<file path="src/rtl/pin_route_pkg.sv">
package pin_route_pkg;
  parameter int ADDR_W = 2;
  parameter int DATA_W = 8;
  parameter int CODE_W = 3;
  localparam logic [ADDR_W-1:0] GUARD_ADDR  = ADDR_W'(0);
  localparam logic [ADDR_W-1:0] ASSIGN_ADDR = ADDR_W'(1);
  localparam int MAP_BIT    = CODE_W;
  localparam int UNLOCK_BIT = 0;
  localparam int ERR_BIT    = 1;
  localparam logic [CODE_W-1:0] CODE_LARGE = CODE_W'(4);
  localparam logic [CODE_W-1:0] CODE_SMALL = CODE_W'(1);

  typedef struct packed {
    logic loadAssign;
    logic flagErr;
  } strobe_t;
endpackage

</file>
<file path="src/rtl/pin_route_lock.sv">
module pin_route_lock
  import pin_route_pkg::*;
(
  input  logic              clk,
  input  logic              rstN,
  input  logic              wrEn,
  input  logic [ADDR_W-1:0] addr,
  input  logic              unlockIn,
  output strobe_t           strobe,
  output logic              unlockQ,
  output logic              errQ
);
  logic guardHit;
  logic assignHit;

  assign guardHit  = wrEn && (addr == GUARD_ADDR);
  assign assignHit = wrEn && (addr == ASSIGN_ADDR);

  always_comb begin
    strobe.loadAssign = assignHit && unlockQ;
    strobe.flagErr    = assignHit && !unlockQ;
  end

  always_ff @(posedge clk or negedge rstN) begin
    if (!rstN) begin
      unlockQ <= 1'b0;
      errQ    <= 1'b0;
    end else begin
      if (guardHit)
        unlockQ <= unlockIn;
      else if (wrEn)
        unlockQ <= 1'b0;
      if (strobe.flagErr)
        errQ <= 1'b1;
    end
  end
endmodule

</file>
<file path="src/rtl/pin_route_regs.sv">
module pin_route_regs
  import pin_route_pkg::*;
#(
  parameter int SIG_N = 4
) (
  input  logic              clk,
  input  logic              rstN,
  input  strobe_t           strobe,
  input  logic [CODE_W-1:0] codeIn,
  input  logic              mapIn,
  input  logic              rdEn,
  input  logic [ADDR_W-1:0] addr,
  input  logic              unlockQ,
  input  logic              errQ,
  output logic [DATA_W-1:0] rdData,
  output logic [SIG_N-1:0]  hiSel,
  output logic [SIG_N-1:0]  loSel,
  output logic [CODE_W-1:0] pinCode,
  output logic              optLarge,
  output logic              optSmall
);
  logic [CODE_W-1:0] codeQ;
  logic              mapQ;
  logic [DATA_W-1:0] rdNext;

  always_ff @(posedge clk or negedge rstN) begin
    if (!rstN) begin
      codeQ <= '0;
      mapQ  <= 1'b0;
    end else if (strobe.loadAssign) begin
      codeQ <= codeIn;
      mapQ  <= mapIn;
    end
  end

  for (genvar i = 0; i < SIG_N; i++) begin : g_route
    assign hiSel[i] = !mapQ;
    assign loSel[i] = mapQ;
  end

  assign pinCode  = codeQ;
  assign optLarge = (codeQ == CODE_LARGE);
  assign optSmall = (codeQ == CODE_SMALL);

  always_comb begin
    rdNext = '0;
    if (addr == GUARD_ADDR) begin
      rdNext[UNLOCK_BIT] = unlockQ;
      rdNext[ERR_BIT]    = errQ;
    end else if (addr == ASSIGN_ADDR) begin
      rdNext[CODE_W-1:0] = codeQ;
      rdNext[MAP_BIT]    = mapQ;
    end
  end

  always_ff @(posedge clk or negedge rstN) begin
    if (!rstN)
      rdData <= '0;
    else if (rdEn)
      rdData <= rdNext;
  end
endmodule

</file>
<file path="src/rtl/pin_route_ctrl.sv">
module pin_route_ctrl
  import pin_route_pkg::*;
#(
  parameter int SIG_N = 4
) (
  input  logic              clk,
  input  logic              rstN,
  input  logic              wrEn,
  input  logic              rdEn,
  input  logic [ADDR_W-1:0] addr,
  input  logic [DATA_W-1:0] wrData,
  output logic [DATA_W-1:0] rdData,
  output logic [SIG_N-1:0]  hiSel,
  output logic [SIG_N-1:0]  loSel,
  output logic [CODE_W-1:0] pinCode,
  output logic              optLarge,
  output logic              optSmall,
  output logic              errFlag
);
  strobe_t strobe;
  logic    unlockQ;
  logic    errQ;

  pin_route_lock u_lock (
    .clk      (clk),
    .rstN     (rstN),
    .wrEn     (wrEn),
    .addr     (addr),
    .unlockIn (wrData[UNLOCK_BIT]),
    .strobe   (strobe),
    .unlockQ  (unlockQ),
    .errQ     (errQ)
  );

  pin_route_regs #(.SIG_N(SIG_N)) u_regs (
    .clk      (clk),
    .rstN     (rstN),
    .strobe   (strobe),
    .codeIn   (wrData[CODE_W-1:0]),
    .mapIn    (wrData[MAP_BIT]),
    .rdEn     (rdEn),
    .addr     (addr),
    .unlockQ  (unlockQ),
    .errQ     (errQ),
    .rdData   (rdData),
    .hiSel    (hiSel),
    .loSel    (loSel),
    .pinCode  (pinCode),
    .optLarge (optLarge),
    .optSmall (optSmall)
  );

  assign errFlag = errQ;
endmodule

</file>
<file path="config.mk">
export PLATFORM = sky130hd
export DESIGN_NAME = pin_route_ctrl
export DESIGN_NICKNAME = d
export VERILOG_FILES = /design/src/rtl/pin_route_pkg.sv /design/src/rtl/pin_route_lock.sv /design/src/rtl/pin_route_regs.sv /design/src/rtl/pin_route_ctrl.sv
export SDC_FILE = /design/constraint.sdc
export NUM_CORES = 1
export LEC_CHECK = 0
export BUFFER_PORTS_ARGS = -buffer_cell sky130_fd_sc_hd__clkbuf_2
export CAP_MARGIN = 20
export CORE_MARGIN = 3
export CORE_UTILIZATION = 40
export CTS_CLUSTER_SIZE = 24
export DETAILED_ROUTE_END_ITERATION = 6
export PLACE_DENSITY = 0.84
export SLEW_MARGIN = 20
export SYNTH_ARGS = -nofsm -noshare
export SYNTH_HDL_FRONTEND = slang
export SYNTH_SLANG_ARGS = --single-unit
export TNS_END_PERCENT = 100
</file>
<file path="constraint.sdc">
create_clock -name clk -period 1.35 [get_ports clk]
set_clock_uncertainty 0.15 [all_clocks]
set_input_delay 0.27 -clock clk [delete_from_list [all_inputs] [get_ports clk]]
set_output_delay 0.27 -clock clk [all_outputs]
set_load 0.05 [all_outputs]
</file>
Word level (Yosys, flattened, before mapping)
Cells that the tools add are included.
{"block": "classes", "mux": 5, "eq_ne": 3, "reduce_logical": 8}
{"operator": "1-bit logical AND", "n": 4}
{"operator": "2-bit two-way mux", "n": 2}
{"operator": "4-bit two-way mux", "n": 1}
{"operator": "3-bit by 1-bit equality test with 1-bit output, second input constant", "n": 1}
{"operator": "3-bit equality test, second input constant", "n": 1}
{"operator": "2-bit by 1-bit equality test with 1-bit output, second input constant", "n": 1}
{"operator": "1-bit zero test", "n": 2}
{"operator": "2-bit zero test", "n": 1}
{"operator": "1-bit two-way mux", "n": 2}
{"operator": "2-bit nonzero test", "n": 1}
{"block": "totals", "word_cells": 21, "out_inout_bits": 22, "input_bits": 14, "ff_bits": 10}

Logic depth before layout (Yosys ltp)
{"block": "depth", "depth_word": 3, "depth_mapped": 3, "depth_no_buf": 2}

Cells and area by module
From an unflattened synthesis, not the netlist that was laid out.
{"block": "unflattened", "hier_cells": 49, "hier_area_um2": 526.8}
{"mod": "pin_route_regs", "cells_per_inst": 42, "area_each_um2": 427.9, "seq_area_each_um2": 200.2, "n_inst": 1}
{"mod": "pin_route_lock", "cells_per_inst": 7, "area_each_um2": 98.8, "seq_area_each_um2": 50.0, "n_inst": 1}

Worst setup path after synthesis
OpenSTA, ideal clock, no wires.
{"block": "synth_path", "path_type": "register to output", "start": "reg u_regs.codeQ[0], in the netlist u_regs.pinCode[0]", "end": "out optSmall", "path_stages_with_launch": 2, "t_required_ns": 0.930, "path_buffers": 0, "arrival_time_ns": 1.877, "slack_ns": -0.947, "path_cell_list": "dfrtp_1 -> nor3b_1"}
{"block": "synth_via", "elab_chain_cells": 1}
{"element": "from (decl)", "line": "pin_route_regs.sv:22", "source": "logic [CODE_W-1:0] codeQ;"}
{"element": "from (signal assigned)", "line": "pin_route_regs.sv:31", "source": "codeQ <= codeIn;"}
{"element": "3-bit by 1-bit equality test with 1-bit output", "line": "pin_route_regs.sv:43", "source": "assign optSmall = (codeQ == CODE_SMALL);"}
{"element": "to (decl)", "line": "pin_route_ctrl.sv:17", "source": "output logic optSmall,"}
Every way passes these cells.

Worst setup path in the final report
{"block": "layout_path", "start": "reg u_regs.codeQ[1], in the netlist u_regs.pinCode[1]", "end": "out pinCode[1]"}
{"element": "to (decl)", "line": "pin_route_ctrl.sv:15", "source": "output logic [CODE_W-1:0] pinCode,"}
No word-level cell between the ends.

==> impl_metrics.xml <==
<?xml version="1.0" encoding="UTF-8"?>
<metrics>
  <group name="setup_path">
    <metric name="timing.critical_path.cells" unit="">buf_4, buf_6, buf_8</metric>
    <metric name="start_kind" unit="">flip-flop</metric>
    <metric name="cp_data_required_time" unit="ns">0.93</metric>
    <metric name="worst_path_max_delay_cell" unit="">dfrtp_2</metric>
    <metric name="worstPathMaxFanout" unit="">3</metric>
    <metric name="setup.reg_to_reg.worst_slack" unit="ns">0</metric>
    <metric name="critical_path.endpoint_type" unit="">output pin</metric>
    <metric name="cpPeakStageDelay" unit="ns">0.45</metric>
    <metric name="class_of_the_most_critical_setup_path" unit="">reg -&gt; out</metric>
    <metric name="data_arrival_time_at_the_worst_slack_endpoint" unit="ns">1.13</metric>
    <metric name="regToRegEndpoint" unit="">u_regs.rdData[1]</metric>
    <metric name="r2r_cells" unit="">5</metric>
    <metric name="rr_startpoint" unit="">u_regs.pinCode[1]</metric>
    <metric name="timing.critical_path.to" unit="">pinCode[1]</metric>
    <metric name="setup.worst_path.start" unit="">u_regs.pinCode[1]</metric>
  </group>
  <group name="logic_synthesis">
    <metric name="ys_warn_count" unit="">0</metric>
    <metric name="post_synth_main_area_contributors" unit="">dfrtp_1, buf_4, mux2_4, inv_1, o22ai_1</metric>
    <metric name="synth_enable_flop_cells" unit="">0</metric>
    <metric name="synth.yosys.seq_area_share" unit="%">44.9</metric>
    <metric name="syn-cell-area" unit="sq um">557</metric>
    <metric name="ys_ff_latch" unit="">10</metric>
    <metric name="synth_ff_type" unit="">dfrtp_1</metric>
    <metric name="synth.avg_cell_area" unit="sq um">11.1</metric>
    <metric name="postSynthCellCount" unit="">50</metric>
    <metric name="commonest_cells_in_the_netlist" unit="">buf_4, dfrtp_1, inv_1</metric>
    <metric name="netlist.top_cell.by_area" unit="">dfrtp_1</metric>
    <metric name="synth_top_cell_area_share" unit="%">44.9</metric>
    <metric name="synthArstFlopShare" unit="%">100</metric>
    <metric name="synth.most_common_cell" unit="">buf_4</metric>
    <metric name="netlist-cell-type-count" unit="">13</metric>
  </group>
  <group name="pwr">
    <metric name="vdd_drop_max" unit="V">0.000890</metric>
    <metric name="pwr_density_cell" unit="nW/um^2">1780</metric>
    <metric name="power_consumption" unit="W">0.00167</metric>
    <metric name="leakage" unit="nW">0.484</metric>
  </group>
  <group name="floorplanning">
    <metric name="start_util" unit="%">46.4</metric>
    <metric name="core_region" unit="sq um">1200</metric>
    <metric name="boundaryPins" unit="">36</metric>
    <metric name="floorplan.rows" unit="">12</metric>
    <metric name="design.die.area" unit="sq um">1880</metric>
    <metric name="die-width" unit="um">43.3</metric>
    <metric name="chipHeight" unit="um">43.3</metric>
  </group>
  <group name="status">
    <metric name="run_status" unit="">complete, but fails checks</metric>
    <metric name="failed_checks" unit="">setup timing</metric>
  </group>
  <group name="drt">
    <metric name="antenna_violating_nets_post_route" unit="">0</metric>
    <metric name="remaining_drc_errors" unit="">0</metric>
    <metric name="routed_wirelength" unit="um">1530</metric>
    <metric name="vias_per_std_cell" unit="">4.91</metric>
    <metric name="route.detailed.wl_per_inst" unit="um">15.8</metric>
    <metric name="detailedRoute.firstPassIterationCount" unit="">4</metric>
    <metric name="detailroute.via_count" unit="">476</metric>
    <metric name="detailedRoute.firstIterationViolations" unit="">2</metric>
  </group>
  <group name="placed_design">
    <metric name="io_buffers" unit="">27</metric>
    <metric name="place.gp.congestion" unit="">0.760</metric>
    <metric name="placedInstanceArea" unit="sq um">684</metric>
    <metric name="preCtsSetupSlack" unit="ns">0.0156</metric>
    <metric name="dp_hpwl" unit="um">890</metric>
    <metric name="dpl.cell_count" unit="">85</metric>
  </group>
  <group name="timing">
    <metric name="finalSetupViolCount" unit="">10</metric>
    <metric name="grt_setup_unrepaired" unit="">yes</metric>
    <metric name="setup_ws" unit="ns">-0.200</metric>
    <metric name="final-max-slew-violation-count" unit="">0</metric>
    <metric name="finalHoldViolCount" unit="">0</metric>
    <metric name="fin_crit" unit="ns">1.55</metric>
    <metric name="max_clock_freq" unit="MHz">645</metric>
    <metric name="timing.setup.tns" unit="ns">-1.51</metric>
    <metric name="fin_crit_sh" unit="%">115</metric>
  </group>
  <group name="cells_and_area">
    <metric name="nets" unit="">98</metric>
    <metric name="insertedDiodeCount" unit="">0</metric>
    <metric name="n_fill_cell" unit="">81</metric>
    <metric name="layout-drive-gt1-share" unit="%">62.7</metric>
    <metric name="area_delta_synth_final" unit="%">68.3</metric>
    <metric name="finish.cell_count_without_fillers" unit="">97</metric>
    <metric name="finish.instance_area" unit="sq um">937</metric>
  </group>
  <group name="worst_hold_path">
    <metric name="worst_hold_path.num_cells" unit="">2</metric>
    <metric name="hold_path_class" unit="">in -&gt; reg</metric>
  </group>
  <group name="global_route">
    <metric name="globalRouteTotalUtil" unit="%">17.5</metric>
    <metric name="pin_count_of_the_biggest_net_entering_global_routing" unit="">11</metric>
    <metric name="grt_pass1_wl" unit="um">2350</metric>
    <metric name="grt_pass1_vias" unit="">476</metric>
    <metric name="antenna_violations_before_repair" unit="">0</metric>
    <metric name="globalRouteOverflowTotal" unit="">0</metric>
  </group>
  <group name="clocking">
    <metric name="worst_case_clock_buffer_depth" unit="">2</metric>
    <metric name="tritoncts" unit="">done</metric>
    <metric name="clk_transition_reported_paths" unit="ns">0.07</metric>
    <metric name="clock_sink_count" unit="">10</metric>
    <metric name="cts_htree_levels" unit="">1</metric>
    <metric name="clockRootBuffer" unit="">clkbuf_4</metric>
    <metric name="clock_buffers_created_by_tritoncts" unit="">3</metric>
    <metric name="clk-insertion-delay-late" unit="ns">0.27</metric>
  </group>
  <group name="run">
    <metric name="cap_violations" unit="">0</metric>
  </group>
</metrics>
-- how the worst min path moves through the flow --
stage,from,end,slack [ns]
finish,wrData[3],u_regs.mapQ,0.08
detailed placement,rstN,u_lock.errQ,0.006
floorplan,rstN,u_lock.errQ,-0.18
CTS,wrData[1],u_regs.pinCode[1],0.08
global placement,rstN,u_lock.errQ,-0.009
global route,wrData[3],u_regs.mapQ,0.08
-- registers in the layout, summed over array words and instances, names as in the netlist --
| register | flops |
|---|---|
| u_lock.unlockQ | 1 |
| u_regs.rdData | 4 |
| u_regs.mapQ | 1 |
| u_lock.errQ | 1 |
| u_regs.pinCode | 3 |
-- power by group --
group          switching, W  total (W)  internal [W]
sequential        0.0000652   0.000413      0.000347
combinational      0.000576    0.00103      0.000455
clock              0.000111   0.000225      0.000114
-- worst max-delay path: cells and delay by family (launching register included) --
kind                   cells  cell delay (ns)
buffers and inverters      3             0.40
flip-flops                 1             0.45
-- timing repair --
action / CTS / global route
hold endpoints to repair: 10 / 0
endpoints found under the setup margin: 14 / 16
pin swaps: 0 / 2
setup buffers: 4 / 3
hold buffers: 1 / 0
resized for setup: 31 / 12
-- cell families after synthesis --
group | count (synthesis) | synth area share, %
AO/OA/AOI/OAI | 6 | 7.86
buffers and inverters | 19 | 20.9
flip-flops | 10 | 44.9
multiplexers | 6 | 14.4
other | 1 | 0.674
AND/OR/NAND/NOR | 8 | 11.2
-- stage by stage --
step	hold WS (ns)	utilization, %
2_1_floorplan	-0.176	-
3_3_place_gp	-0.00932	57.0
3_5_place_dp	0.00618	57.0
4_1_cts	0.0765	74.7
5_1_grt	0.0799	78.0
6_report	0.0822	78.0
-- layer usage --
layer / up-vias / GRT usage, % / wire, um
met1: 231 / 20.1 / 535
met5: - / 0 / 0
li1: 217 / - / -
met2: 24 / 31.0 / 851
met3: 4 / 3.81 / 109
met4: 0 / 7.23 / 34
-- layout by cell type, fill, tap and decap left out, drive strengths merged, types with 2 or more instances in the layout --
cell type   n
inv         6
conb        4
buf        18
clkbuf     23
mux2i       2
nor3b       2
o22ai       4
dfrtp      10
nand2b      2
nand2       3
mux2        4
-- layout make-up --
type | instances | area, sq um | area share, %
clock buffer | 4 | 26.3 | 2.80
sequential | 10 | 255 | 27.2
inverter | 7 | 30.0 | 3.20
multi-input combinational | 24 | 224 | 23.9
timing repair buffer | 38 | 384 | 41.0
tap | 14 | 17.5 | 1.87
(Power assumes the default switching activity.)
